File: config.mk
export PLATFORM = sky130hd
export DESIGN_NAME = fpb_ctrl
export DESIGN_NICKNAME = d
export VERILOG_FILES = /design/src/rtl/fpb_pkg.sv /design/src/rtl/fpb_seq_track.sv /design/src/rtl/fpb_drain_cnt.sv /design/src/rtl/fpb_cmd_reg.sv /design/src/rtl/fpb_ctrl.sv
export SDC_FILE = /design/constraint.sdc
export NUM_CORES = 1
export LEC_CHECK = 0
export ABC_AREA = 1
export BUFFER_PORTS_ARGS = -buffer_cell sky130_fd_sc_hd__buf_4
export CAP_MARGIN = 0
export CORE_ASPECT_RATIO = 1.5
export CORE_MARGIN = 3
export CORE_UTILIZATION = 25
export DETAILED_ROUTE_END_ITERATION = 6
export PLACE_DENSITY_LB_ADDON = 0.25
export SYNTH_ARGS = -nofsm -noshare
export SYNTH_HDL_FRONTEND = slang
export SYNTH_SLANG_ARGS = --single-unit
File: constraint.sdc
create_clock -name clk -period 1.35 [get_ports clk]
set_clock_uncertainty 0.1 [all_clocks]
set_input_delay 0.135 -clock clk [delete_from_list [all_inputs] [get_ports clk]]
set_output_delay 0.135 -clock clk [all_outputs]
set_load 0.01 [all_outputs]
File: src/rtl/fpb_pkg.sv
package fpb_pkg;

  typedef enum logic [2:0] {
    C_DESL, C_NOP, C_RD, C_WR, C_BST
  } cmd_e;

  typedef enum logic [2:0] {
    S_IDLE, S_WR, S_RD, S_DRAIN, S_RSTOP
  } st_e;

  // {cs_n, ras_n, cas_n, we_n}
  function automatic logic [3:0] cmd_pins(cmd_e c);
    case (c)
      C_RD:    cmd_pins = 4'b0101;
      C_WR:    cmd_pins = 4'b0100;
      C_BST:   cmd_pins = 4'b0110;
      C_NOP:   cmd_pins = 4'b0111;
      default: cmd_pins = 4'b1111;
    endcase
  endfunction

endpackage

File: src/rtl/fpb_seq_track.sv
// Holds the column the running burst reaches next; wraps at the page end.
module fpb_seq_track #(
  parameter int COL_W = 8
) (
  input  logic             clk,
  input  logic             rst_n,
  input  logic             adv,
  input  logic [COL_W-1:0] col,
  output logic             match
);
  logic [COL_W-1:0] exp_q, exp_d;

  always_comb begin
    exp_d = exp_q;
    if (adv) exp_d = col + COL_W'(1);
  end

  always_ff @(posedge clk or negedge rst_n) begin
    if (!rst_n) exp_q <= '0;
    else if (adv) exp_q <= exp_d;
  end

  assign match = (col == exp_q);
endmodule

File: src/rtl/fpb_drain_cnt.sv
// Counts the dummy cycles that flush a read burst.
module fpb_drain_cnt #(
  parameter int CLW = 2
) (
  input  logic           clk,
  input  logic           rst_n,
  input  logic           start,
  input  logic [CLW-1:0] cl_eff,
  output logic           last
);
  logic [CLW-1:0] cnt_q, cnt_d;
  logic           cnt_en;

  always_comb begin
    cnt_en = start || (cnt_q != '0);
    cnt_d  = cnt_q;
    if (start) cnt_d = cl_eff - CLW'(1);
    else if (cnt_q != '0) cnt_d = cnt_q - CLW'(1);
  end

  always_ff @(posedge clk or negedge rst_n) begin
    if (!rst_n) cnt_q <= '0;
    else if (cnt_en) cnt_q <= cnt_d;
  end

  assign last = (cnt_q == CLW'(1));
endmodule

File: src/rtl/fpb_cmd_reg.sv
// Registers the command, column and mask that go to the SDRAM pins.
module fpb_cmd_reg
  import fpb_pkg::*;
#(
  parameter int COL_W = 8
) (
  input  logic             clk,
  input  logic             rst_n,
  input  cmd_e             cmd_d,
  input  logic             dqm_d,
  input  logic [COL_W-1:0] col_d,
  output logic [3:0]       pins,
  output logic             dqm_q,
  output logic [COL_W-1:0] col_q
);
  cmd_e cmd_q;
  logic col_en;

  assign col_en = (cmd_d == C_RD) || (cmd_d == C_WR);

  always_ff @(posedge clk or negedge rst_n) begin
    if (!rst_n) begin
      cmd_q <= C_DESL;
      dqm_q <= 1'b0;
    end else begin
      cmd_q <= cmd_d;
      dqm_q <= dqm_d;
    end
  end

  always_ff @(posedge clk or negedge rst_n) begin
    if (!rst_n) col_q <= '0;
    else if (col_en) col_q <= col_d;
  end

  assign pins = cmd_pins(cmd_q);

  // the mask register never rises on the cycle after a read command
  p_rd_no_mask_r10: assert property (@(posedge clk) disable iff (!rst_n)
    (cmd_q == C_RD) |-> !dqm_q);
endmodule

File: src/rtl/fpb_ctrl.sv
module fpb_ctrl
  import fpb_pkg::*;
#(
  parameter int COL_W = 8,
  parameter int CLW   = 2
) (
  input  logic             clk,
  input  logic             rst_n,
  input  logic             req_valid,
  input  logic             req_write,
  input  logic             req_sdram,
  input  logic             req_hit,
  input  logic [COL_W-1:0] req_col,
  input  logic [CLW-1:0]   cas_lat,
  input  logic             prea_cyc,
  output logic             req_ack,
  output logic             sd_cs_n,
  output logic             sd_ras_n,
  output logic             sd_cas_n,
  output logic             sd_we_n,
  output logic             sd_a10,
  output logic             sd_dqm,
  output logic [COL_W-1:0] sd_col
);
  st_e            st_q, st_d;
  cmd_e           cmd_d;
  logic           dqm_d, adv, start, last, match, serve, dqm_q;
  logic [CLW-1:0] cl_eff;
  logic [3:0]     pins;

  assign cl_eff = (cas_lat == '0) ? CLW'(1) : cas_lat;
  assign serve  = req_valid && req_sdram && req_hit;

  fpb_seq_track #(.COL_W(COL_W)) u_seq (
    .clk(clk), .rst_n(rst_n), .adv(adv), .col(req_col), .match(match));

  fpb_drain_cnt #(.CLW(CLW)) u_drain (
    .clk(clk), .rst_n(rst_n), .start(start), .cl_eff(cl_eff), .last(last));

  fpb_cmd_reg #(.COL_W(COL_W)) u_cmd (
    .clk(clk), .rst_n(rst_n), .cmd_d(cmd_d), .dqm_d(dqm_d), .col_d(req_col),
    .pins(pins), .dqm_q(dqm_q), .col_q(sd_col));

  // next-state process
  always_comb begin
    st_d    = st_q;
    cmd_d   = C_NOP;
    dqm_d   = 1'b0;
    req_ack = 1'b0;
    adv     = 1'b0;
    start   = 1'b0;
    case (st_q)
      S_IDLE, S_RSTOP: begin
        if (serve) begin
          req_ack = 1'b1;
          adv     = 1'b1;
          cmd_d   = req_write ? C_WR : C_RD;
          st_d    = req_write ? S_WR : S_RD;
        end else if (st_q == S_RSTOP) begin
          cmd_d = C_BST;
          st_d  = S_IDLE;
        end else begin
          cmd_d = C_DESL;
        end
      end
      S_WR: begin
        if (serve) begin
          req_ack = 1'b1;
          adv     = 1'b1;
          if (!(req_write && match)) begin
            cmd_d = req_write ? C_WR : C_RD;
            st_d  = req_write ? S_WR : S_RD;
          end
        end else begin
          cmd_d = C_BST;
          dqm_d = 1'b1;
          st_d  = S_IDLE;
        end
      end
      S_RD: begin
        if (serve && !req_write && match) begin
          req_ack = 1'b1;
          adv     = 1'b1;
        end else begin
          start = 1'b1;
          st_d  = (cl_eff == CLW'(1)) ? S_RSTOP : S_DRAIN;
        end
      end
      S_DRAIN: begin
        if (last) st_d = S_RSTOP;
      end
      default: st_d = S_IDLE;
    endcase
  end

  // state register
  always_ff @(posedge clk or negedge rst_n) begin
    if (!rst_n) st_q <= S_IDLE;
    else        st_q <= st_d;
  end

  assign {sd_cs_n, sd_ras_n, sd_cas_n, sd_we_n} = pins;
  assign sd_dqm = dqm_q || prea_cyc;
  assign sd_a10 = prea_cyc;

  // acceptance only for a servable request
  p_ack_needs_req_r2: assert property (@(posedge clk) disable iff (!rst_n)
    req_ack |-> (req_valid && req_sdram && req_hit));

  // a sequential continuation issues no new command
  p_seq_no_cmd_r3: assert property (@(posedge clk) disable iff (!rst_n)
    ((st_q == S_RD || st_q == S_WR) && req_ack && match &&
     (req_write == (st_q == S_WR))) |=> (pins == 4'b0111));

  // no acceptance while the read pipeline is being flushed
  p_drain_no_ack_r5: assert property (@(posedge clk) disable iff (!rst_n)
    (st_q == S_DRAIN) |-> !req_ack);

  // an unserved cycle in a write burst gives a masked burst stop
  p_wr_stop_mask_r7: assert property (@(posedge clk) disable iff (!rst_n)
    (st_q == S_WR && !serve) |=> (pins == 4'b0110 && sd_dqm));
endmodule

== Word-level counts from Yosys, hierarchy flattened ==
Index checks and enable logic that the tools add are counted.
Cells by class
  add/sub/neg operators: 3
  eq/ne operators: 17
  muxes and demuxes: 26
  reduce and logical (&&, ||, !) cells: 17
Operator list (count)
  3-bit two-way mux: 10
  3-bit by 2-bit equality test with 1-bit output, second input constant: 6
  4-bit case mux with 4 select lines: 1
  3-bit case mux with 4 select lines: 1
  2-bit two-way mux: 5
  8-bit by 1-bit adder with 8-bit output, second input constant: 1
  8-bit equality test: 1
  1-bit two-way mux: 7
  3-bit by 1-bit equality test with 1-bit output, second input constant: 2
  3-bit equality test, second input constant: 2
  3-bit != test, second input constant: 2
  3-bit case mux with 2 select lines: 1
  1-bit logical AND: 5
  2-bit by 1-bit equality test with 1-bit output, second input constant: 2
  2-bit != test, second input constant: 2
  4-bit AND reduction: 1
  2-bit nonzero test: 2
  2-bit by 1-bit subtractor with 2-bit output, second input constant: 2
  3-bit logical NOT: 1
  1-bit logical OR: 3
  3-bit OR reduction: 1
  2-bit logical NOT: 1
  1-bit case mux with 2 select lines: 1
  2-bit AND reduction: 1
  2 further kinds: 2
Word-level totals
  flip-flop bits (word level): 25
  output and inout bits: 15
  word-level logic and storage cells: 69

== Depth between registers and ports, before layout ==
Gate-level depths: netlist of the first run.
  word-level depth: 8
  gate-level depth with buffers: 12
  gate-level depth less buffers: 12

== Hierarchy ==
A second synthesis of the first run with hierarchy kept.
Second synthesis, totals
  cell total of the unflattened synthesis: 228
  area total of the unflattened synthesis: 1575.3 um2
Modules (own cells, without submodules)
  fpb_seq_track: instances 1, cells each 87, area an instance 578.1 um2, seq. area each 200.2 um2
  fpb_cmd_reg: instances 1, cells each 54, area an instance 491.7 um2, seq. area each 300.3 um2
  fpb_ctrl: instances 1, cells each 64, area an instance 356.6 um2, seq. area each 75.1 um2
  fpb_drain_cnt: instances 1, cells each 23, area an instance 148.9 um2, seq. area each 50.0 um2

== Worst setup path before layout of the first run ==
Ideal clock, no wire load.
  kind: register -> register
  start point: register st_q[0]
  end point: register u_cmd.col_q[2]
  setup time: 0.117 ns
  arrival: 1.224 ns
  data required time: 1.133 ns
  path slack: -0.090 ns
  stages on the path, launching flop included: 10
  buffers on the path: 1
  period minus slack after synthesis: 1.440 ns
  cells stage by stage: dfrtp_1 nor2_1 inv_1 nand2_1 nand2_1 inv_1 nand2_4 buf_6 nand2_2 o21ai_2
On the way
  word-level cells in the longest chain between the ends: 6
  elaborated cells between the ends (all ways): 10
Ends and longest elaborated chain
  from (decl): line fpb_ctrl.sv:25  | st_e st_q, st_d;
  from (signal assigned): line fpb_ctrl.sv:99  | else st_q <= st_d;
  3-bit equality test: line fpb_ctrl.sv:52, fpb_ctrl.sv:59
  3-bit two-way mux: line fpb_ctrl.sv:59  | end else if (st_q == S_RSTOP) begin
  3-bit two-way mux: line fpb_ctrl.sv:54  | if (serve) begin
  3-bit case mux with 2 select lines *: line fpb_ctrl.sv:52  | case (st_q)
  3-bit by 2-bit equality test with 1-bit output: line fpb_cmd_reg.sv:19  | assign col_en = (cmd_d == C_RD) || (cmd_d == C_WR);
  1-bit logical OR *: line fpb_cmd_reg.sv:19
  to (signal assigned): line fpb_cmd_reg.sv:33  | else if (col_en) col_q <= col_d;
  to (decl): line fpb_cmd_reg.sv:14  | output logic [COL_W-1:0] col_q
Mark *: on every way between the ends. The rest lies on a longest branch, timed or not.
A chain may end at the register's enable or synchronous reset.

== Final worst setup path of the first run ==
  start point: register u_seq.exp_q[4]
  end point: output req_ack
On the way
  word-level cells in the longest chain between the ends: 4
Ends and longest elaborated chain
  from (decl): line fpb_seq_track.sv:11  | logic [COL_W-1:0] exp_q, exp_d;
  from (signal assigned): line fpb_seq_track.sv:20  | else if (adv) exp_q <= exp_d;
  8-bit equality test: line fpb_seq_track.sv:23  | assign match = (col == exp_q);
  1-bit logical AND: line fpb_ctrl.sv:81  | if (serve && !req_write && match) begin
  1-bit two-way mux: line fpb_ctrl.sv:81
  1-bit case mux with 2 select lines: line fpb_ctrl.sv:52
  to (decl): line fpb_ctrl.sv:16  | output logic req_ack,
Every way passes these cells.

==> results of run 1 <==
-- cells by family after synthesis --
logic type | count (synthesis) | share of synthesized area [%]
fa+ha+maj | 3 | 2.42
buf+inv | 41 | 11.6
flops | 25 | 40.3
simple gates | 118 | 33.4
compound gates | 21 | 7.49
other cells | 1 | 0.242
xor+xnor | 8 | 4.51
-- cells in the final DEF (no fill, tap or decap) --
cell type,netlist,routed
nand2_2,2,12
o21ai_0,11,10
a32oi_1,1,1
nor2_1,16,10
nand2_4,2,1
or2_2,1,1
nand4_1,2,2
inv_1,34,28
clkinv_2,0,1
nand3_2,1,2
nor3_1,2,2
nor2_2,0,6
dfrtp_1,25,25
conb_1,1,1
nor2_4,1,1
xor2_1,7,7
buf_6,1,4
xnor2_1,1,1
clkbuf_8,0,3
nand2_1,77,67
nand3_4,1,2
ha_1,3,3
o21ai_2,2,3
nand3b_1,1,1
a21oi_1,1,1
o21ai_1,6,6
nand2_8,0,3
dlygate4sd3_1,0,1
nand3_1,12,10
buf_4,2,60
inv_2,3,9
-- Yosys cell counts (all sizes together) --
cell type	count
or2	1
inv	37
dfrtp	25
nor3	2
xnor2	1
o21ai	19
buf	4
a32oi	1
conb	1
nand3	14
nand2	81
nand3b	1
a21oi	1
nor2	17
nand4	2
ha	3
xor2	7
-- critical path: cells and delay by family, from the launching register on --
| family | cells | cell delay [ps] |
|---|---|---|
| buffers and inverters | 1 | 100 |
| flip-flops | 1 | 410 |
| AND/OR/NAND/NOR | 7 | 640 |
-- power by group through the flow --
stage	sequential, uW	clock [uW]	combinational [uW]
after global routing	1350	509	1980
after CTS	1290	464	1700
final	1290	451	1750
after global placement	1280	0	1630
after detailed placement	1300	0	1630
after floorplan	1320	0	880
-- worst min path at each step --
stage / from / to / slack, ps / cells after the start
2_1_floorplan: rst_n / st_q[0] / -260 / 0
3_5_place_dp: rst_n / u_cmd.cmd_q[0] / -30 / 1
4_1_cts: req_write / u_cmd.cmd_q[0] / 90 / 3
3_3_place_gp: rst_n / u_cmd.cmd_q[0] / -30 / 1
5_1_grt: req_write / u_cmd.cmd_q[0] / 100 / 3
6_report: cas_lat[1] / st_q[2] / 90 / 4
-- per-stage QoR --
stage	setup TNS [ps]	cell area, um2	cells	setup WS (ps)
6_report	-4410	2260	356	-302
5_1_grt	-7910	2260	356	-415
2_1_floorplan	-1040	1560	217	-67.5
3_5_place_dp	-3500	2070	347	-206
4_1_cts	-6270	2230	357	-353
3_3_place_gp	-3070	2070	347	-180
-- final cells by class --
class | count | share of cell area (%)
tap | 72 | 3.98
clock inverter | 1 | 0.221
timing repair buffer | 65 | 22.3
multi-input combinational | 153 | 37.9
clock buffer | 3 | 1.82
inverter | 37 | 6.14
sequential | 25 | 27.6
-- registers in the layout, indices dropped and copies added (netlist names) --
register       count
u_cmd.cmd_q        3
u_drain.cnt_q      2
u_cmd.dqm_q        1
st_q               3
u_seq.exp_q        8
u_cmd.col_q        8
-- per-layer routing --
layer	up-vias	part of all wire, %
met4	0	1.7
met1	685	40
met5	-	0
li1	794	-
met2	21	55
met3	6	3.5
-- repair_timing --
action / CTS / global route
gates resized for setup: 12 / 19
gates cloned: 2 / 0
pin swaps: 9 / 15
hold endpoints to repair: 25 / 0
setup buffers: 3 / 0
hold buffers: 1 / 0
endpoints found under the setup margin: 24 / 26
==> flow_summary.json, run 1 <==
{
  "p_sw_uw": 1350,
  "antennaDiodeCount": 0,
  "antenna_found_initial": 0,
  "yosysSeqAreaShare_pct": 40.3,
  "netlist_instances": 217,
  "critical_path_arrival_ps": 1420,
  "grt_util_met3_pct": 1.56,
  "cts_root_buf": "clkbuf_8",
  "violations": "negative setup slack",
  "seqPwrFrac_pct": 37.0,
  "rsz0062_at_grt": "yes",
  "intPower_uw": 2150,
  "ir_worst_vdd_mv": 0.767,
  "htree_num_levels": 1,
  "min_path_type": "in -> reg",
  "rows": 34,
  "place_hpwl_um": 2890,
  "finalCritPeriodShare_pct": 122,
  "wl_um": 3830,
  "dieArea_um2": 7210,
  "grt_pass1_vias": 1439,
  "grt_pass1_wl_um": 6320,
  "synth_fp_nets": 237,
  "wl_per_cell_um": 10.8,
  "yosysWarnings": 0,
  "drc": 0,
  "crit_start": "u_seq.exp_q[4]",
  "cts_buffers": 3,
  "status": "finished with violations",
  "grt_use_met2_pct": 21.3,
  "total_power_uw": 3500,
  "yosys-top-cells-area": "dfrtp_1 (40%), nand2_1 (19%), inv_1 (8.2%)",
  "clock_power_share_pct": 12.9,
  "ff2ff_setup_slack_ps": -230,
  "grt_max_degree": 26,
  "io-pin-count": 32,
  "grt-busiest-layer": "met2",
  "layout-drive-gt1-share_pct": 38.0,
  "drt_iter0_markers": 44,
  "utilization_pct": 38.3,
  "clockBufferDepth": 2,
  "drtPass1Iterations": 4,
  "power_density_nw_per_um2": 1540,
  "cp-start-kind": "flip-flop",
  "cts_tree": "done",
  "fin_nets": 305,
  "core_um2": 5910,
  "grt_use_met1_pct": 12.3,
  "cap_violations": 0,
  "die_h_um": 103,
  "ys_ff_latch": 25,
  "ff2ff_path_depth": 10,
  "yosys.area.top_type": "dfrtp_1",
  "vias": 1506,
  "track_usage_pct": 11.0,
  "worstSetupEndpointType": "output pin",
  "crit_chain": "nand2_1 -> nand2_2 -> nor2_2 -> nand2_2 -> nor2_4 -> nand3_4 -> nand2_8 -> buf_6",
  "cp_data_required_time_ps": 1120,
  "critical-path-slowest-cell": "dfrtp_1",
  "multi_input_area_um2": 857,
  "io_buffers": 30,
  "r2r_end": "u_seq.exp_q[5]",
  "report.final.slew_viol_count": 0,
  "drt-vias-per-instance": 4.23,
  "crit_end": "req_ack",
  "regArea_um2": 626,
  "yosysTopAreaCellShare_pct": 40.3,
  "cts_sinks": 25,
  "synth.avg_cell_area_um2": 7.16,
  "synth_cell_types": 27,
  "crit_top_cell": "nand2_2",
  "postRouteAntennaNets": 0,
  "nFillCells": 611,
  "path_clk_slew_ps": 100,
  "worst_slack_ps": -302,
  "leakage_uw": 0.00121,
  "die_w_um": 70.3,
  "clkLatencyLatePin_ps": 270,
  "grt_overflow_total": 0,
  "initial_utilization_pct": 26.3,
  "path_class": "reg -> out",
  "finalHoldViolCount": 0,
  "gp_congestion": 0.755,
  "p_sw_share_pct": 38.6,
  "critPathMaxStageDelay_ps": 410,
  "post-route-min-period_ps": 1650,
  "setup_violations": 23,
  "critPathMaxFanout": 3,
  "p_comb_share_pct": 50.1,
  "syn_area_um2": 1550,
  "area_delta_synth_final_pct": 45.8,
  "rr_startpoint": "u_seq.exp_q[4]",
  "max_freq_mhz": 605,
  "holdWs_ps": 92.5
}
No activity file was read; power rests on OpenSTA's default activity.
==> run 2, diff against run 1 <==
CORE_MARGIN = 1.5   (was 3)
SETUP_SLACK_MARGIN = 0.15   (was unset)
==> flow_summary.json, run 2 (synthesized netlist as in run 1, its figures left out) <==
{
  "status": "finished with violations",
  "violations": "negative setup slack",
  "finalHoldViolCount": 0,
  "critPathMaxFanout": 3,
  "utilization_pct": 39.4,
  "min_path_type": "in -> reg",
  "dp.cells": 354,
  "seqPwrFrac_pct": 34.1,
  "antenna_found_initial": 0,
  "antennaDiodeCount": 0,
  "p_sw_share_pct": 37.5,
  "place_hpwl_um": 2880,
  "fin_nets": 318,
  "layout-drive-gt1-share_pct": 38.0,
  "htree_num_levels": 1,
  "ff2ff_setup_slack_ps": -340,
  "gp_congestion": 0.770,
  "drc": 0,
  "grt_use_met1_pct": 14.6,
  "cp-start-kind": "flip-flop",
  "cts_sinks": 25,
  "postRouteAntennaNets": 0,
  "io_buffers": 30,
  "grt_pass1_wl_um": 6600,
  "path_class": "reg -> out",
  "setup_violations": 23,
  "reg_top3": "u_cmd.col_q (8), u_seq.exp_q (8)",
  "clock_power_share_pct": 12.6,
  "rows": 35,
  "die_h_um": 99.5,
  "intPower_uw": 2350,
  "wl_per_cell_um": 10.6,
  "grt_use_met2_pct": 24.6,
  "drtPass1Iterations": 4,
  "p_comb_share_pct": 53.2,
  "drt-vias-per-instance": 4.17,
  "cts_tree": "done",
  "clockBufferDepth": 2,
  "critPathTopFamily": "simple AND/OR/NAND/NOR gates",
  "cts_buffers": 3,
  "critical-path-slowest-cell": "dfrtp_1",
  "finalCritPeriodShare_pct": 125,
  "initial_utilization_pct": 25.5,
  "leakage_uw": 0.00129,
  "cp_num_buf_inv": 2,
  "wl_um": 3930,
  "p_sw_uw": 1410,
  "post-route-min-period_ps": 1690,
  "drt_iter0_markers": 29,
  "final_common_cell": "nand2_1",
  "io-pin-count": 32,
  "critical_path_arrival_ps": 1450,
  "power_density_nw_per_um2": 1570,
  "instances_no_fill": 371,
  "cts_root_buf": "clkbuf_8",
  "grt_util_met3_pct": 1.47,
  "area_delta_synth_final_pct": 54.6,
  "track_usage_pct": 13.0,
  "worstSetupEndpointType": "output pin",
  "grt_pass1_vias": 1503,
  "clkLatencyLatePin_ps": 270,
  "grt_overflow_total": 0,
  "worst_slack_ps": -338,
  "max_freq_mhz": 592,
  "rsz0062_at_grt": "yes",
  "grt-busiest-layer": "met2",
  "core_um2": 6090,
  "dieArea_um2": 6700,
  "cp_data_required_time_ps": 1120,
  "crit_top_cell": "nand2_1",
  "report.final.slew_viol_count": 0,
  "path_clk_slew_ps": 100,
  "vias": 1547,
  "ir_worst_vdd_mv": 0.574,
  "critPathMaxStageDelay_ps": 420,
  "cap_violations": 0,
  "die_w_um": 67.3,
  "grt_max_degree": 26,
  "crit_chain": "inv_2 -> nand2_1 -> nand2_1 -> nor2_1 -> nand2_1 -> nor2_4 -> nand3_4 -> nand2_8 -> buf_6",
  "final_cell_mix": "nand2_1 (72), buf_4 (67), inv_1 (29)"
}
==> run 2: changes by cell type in the layout (fill, tap and decap cells not counted), moves of 5 or more <==
cell	delta
nand2_1	+5
buf_4	+7
buf_6	+5
o21ai_0	-7
o21ai_1	+8
nand2_2	-6
==> run 2: power groups by stage <==
| stage | registers, uW | logic (uW) | clock network (uW) |
|---|---|---|---|
| after floorplan | 1320 | 881 | 0 |
| after global placement | 1290 | 1720 | 0 |
| after detailed placement | 1300 | 1730 | 0 |
| after CTS | 1290 | 1920 | 482 |
| after global routing | 1330 | 2280 | 517 |
| final | 1290 | 2010 | 475 |
==> run 2: final cells by class <==
cell class,count,area [um2]
clock buffers,3,41.3
multi-input cells,152,837
fillers,637,3690
flip-flops and latches,25,626
inverters,37,139
well taps,74,92.6
repair buffers,79,659
clock inverters,1,5.00
==> run 2: final timing paths <==
| kind | startpoint | end | cells past startpoint |
|---|---|---|---|
| max in group asynchronous | rst_n | st_q[1] | 2 |
| min | cas_lat[1] | st_q[2] | 4 |
| min reg2reg | u_cmd.col_q[2] | u_cmd.col_q[2] | 2 |
| max | u_seq.exp_q[4] | req_ack | 9 |
| min in group asynchronous | rst_n | u_drain.cnt_q[1] | 2 |
| max reg2reg | u_seq.exp_q[4] | u_drain.cnt_q[1] | 14 |
==> run 2: metal layers <==
metal / vias up / wire length (um)
met3: 2 / 101
met5: - / 0
met1: 707 / 1590
li1: 823 / -
met2: 15 / 2210
met4: 0 / 30
==> run 2: through the flow <==
stage	total power (uW)	cell area [um2]	setup TNS [ps]	hold slack (ps)	setup slack (ps)
after CTS	3690	2320	-6160	87.6	-375
after floorplan	2200	1560	-1040	-261	-67.5
final	3770	2400	-5480	87.3	-338
after global placement	3010	2110	-3630	-26.6	-206
after detailed placement	3030	2110	-4360	-26.0	-229
after global routing	4120	2400	-9190	109	-480
==> run 2: what timing repair did <==
item	in CTS	in global routing
setup buffers	6	4
resized for setup	21	17
endpoints found under the setup margin	27	28
cloned	1	1
endpoints found under the hold margin	25	0
pin swaps	9	8
hold buffers	1	0
==> run 2: worst reg2reg max path, delay by kind of cell (launching register included) <==
kind	cells	cell delay, ps
buffers and inverters	5	410
flip-flops	1	430
AND/OR/NAND/NOR	9	660
==> run 3, diff against run 2 <==
clock period = 1.8 ns   (was 1.35 ns; I/O delays follow)
==> flow_summary.json, run 3 (synthesized netlist as in run 1, its figures left out) <==
{
  "core_um2": 6090,
  "place_ws_ps": 158,
  "dieArea_um2": 6700,
  "cp-start-kind": "flip-flop",
  "critical_path_arrival_ps": 1460,
  "worst_slack_ps": 64.2,
  "cp_num_buf_inv": 2,
  "wl_per_cell_um": 11.2,
  "rows": 35,
  "crit_top_cell": "nand2_1",
  "grt_overflow_total": 0,
  "critPathTopFamily": "simple AND/OR/NAND/NOR gates",
  "reg_top3": "u_cmd.col_q (8), u_seq.exp_q (8)",
  "report.final.slew_viol_count": 0,
  "critPathMaxFanout": 3,
  "ir_worst_vdd_mv": 0.351,
  "cap_violations": 0,
  "ff2ff_path_depth": 8,
  "path_clk_slew_ps": 100,
  "drtPass1Iterations": 4,
  "path_class": "reg -> out",
  "rsz0062_at_grt": "yes",
  "antennaDiodeCount": 0,
  "cts_buffers": 3,
  "regArea_um2": 626,
  "instances_no_fill": 336,
  "htree_num_levels": 1,
  "die_h_um": 99.5,
  "r2r_end": "u_cmd.col_q[5]",
  "postRouteAntennaNets": 0,
  "finalCritPeriodShare_pct": 96.4,
  "nFillCells": 660,
  "max_freq_mhz": 576,
  "antenna_found_initial": 0,
  "gp_congestion": 0.744,
  "critPathMaxStageDelay_ps": 380,
  "clkLatencyLatePin_ps": 280,
  "dp.cells": 318,
  "power_density_nw_per_um2": 1200,
  "finalHoldViolCount": 0,
  "track_usage_pct": 11.6,
  "ff2ff_setup_slack_ps": 110,
  "drc": 0,
  "wl_um": 3760,
  "initial_utilization_pct": 25.5,
  "cts_root_buf": "clkbuf_8",
  "setup_violations": 0,
  "multi_input_area_um2": 812,
  "grt_pass1_wl_um": 5970,
  "die_w_um": 67.3,
  "hold_end": "u_cmd.col_q[2]",
  "grt_pass1_vias": 1350,
  "cp_data_required_time_ps": 1520,
  "cts_sinks": 25,
  "min_path_type": "in -> reg",
  "drt_iter0_markers": 51,
  "critical-path-slowest-cell": "dfrtp_1",
  "place_hpwl_um": 2690,
  "grt_max_degree": 26,
  "layout-drive-gt1-share_pct": 26.3,
  "fin_nets": 283,
  "clockBufferDepth": 2,
  "vias": 1437,
  "area_delta_synth_final_pct": 34.1,
  "final_common_cell": "nand2_1",
  "hold_path_depth": 3,
  "io_buffers": 30,
  "leakage_uw": 0.00111,
  "drt-vias-per-instance": 4.28,
  "final_cell_mix": "nand2_1 (75), buf_4 (40), inv_1 (32)",
  "status": "finished, final reports clean",
  "fin_tns_setup_ps": 0,
  "cts_tree": "done",
  "worstHoldStart": "req_col[2]",
  "worstSetupEndpointType": "output pin",
  "crit_chain": "inv_2 -> nand2_1 -> nand2_1 -> nor2_1 -> nand2_1 -> nor2_4 -> nand3_4 -> nand2_8 -> buf_6",
  "post-route-min-period_ps": 1740,
  "io-pin-count": 32,
  "rr_startpoint": "st_q[0]"
}
## run 3: cell count changes in the layout (fill, tap and decap cells not counted), sizes merged
cell,delta
buf,-35
## run 3: worst min-delay path, delay by kind of cell
kind                   cells  cell delay, ps
buffers and inverters      2             190
AOI/OAI and AO/OA          1              50
## run 3: layout make-up
| type | count | area share [%] |
|---|---|---|
| Multi-Input combinational cell | 152 | 39.0 |
| Sequential cell | 25 | 30.0 |
| Timing Repair Buffer | 44 | 17.6 |
| Inverter | 37 | 6.67 |
| Tap cell | 74 | 4.45 |
| Clock buffer | 3 | 1.98 |
| Clock inverter | 1 | 0.240 |
## run 3: power breakdown
group          total (uW)  switching, uW  internal (uW)
combinational        1180            614            564
sequential            966            163            803
clock                 351            196            155
## run 3: worst max-delay path by stage
stage          slack, ps  depth (start not counted)             end           start
6_report              60                          9         req_ack  u_seq.exp_q[5]
5_1_grt              -50                          9         req_ack  u_seq.exp_q[5]
4_1_cts               50                          8         req_ack  u_seq.exp_q[4]
3_5_place_dp         160                          9         req_ack  u_seq.exp_q[5]
3_3_place_gp         170                          9         req_ack  u_seq.exp_q[5]
2_1_floorplan        360                          9  u_cmd.col_q[2]         st_q[0]
## run 3: repair_timing
item | CTS | global route
resized for setup | 6 | 16
setup buffers | 4 | 7
cloned | 0 | 2
hold endpoints to repair | 25 | 0
endpoints found under the setup margin | 1 | 23
pin swaps | 6 | 5
hold buffers | 1 | 0
## run 3: routing by layer
metal,part of all wire (%),global-route usage (%),vias to the layer above
li1,-,-,752
met1,40,14.0,663
met2,56,20.9,18
met3,2.7,1.24,4
met4,1.1,3.77,0
met5,0,0,-
## run 3: metrics by stage
stage	hold WS, ps	power [uW]	utilization [%]	instance area, um2
floorplan	-216	1640	-	1550
CTS	71.0	2430	31.9	1940
global route	91.3	2730	34.2	2080
detailed placement	15.2	2040	30.2	1840
global placement	15.2	2030	30.2	1840
finish	73.1	2500	34.2	2080
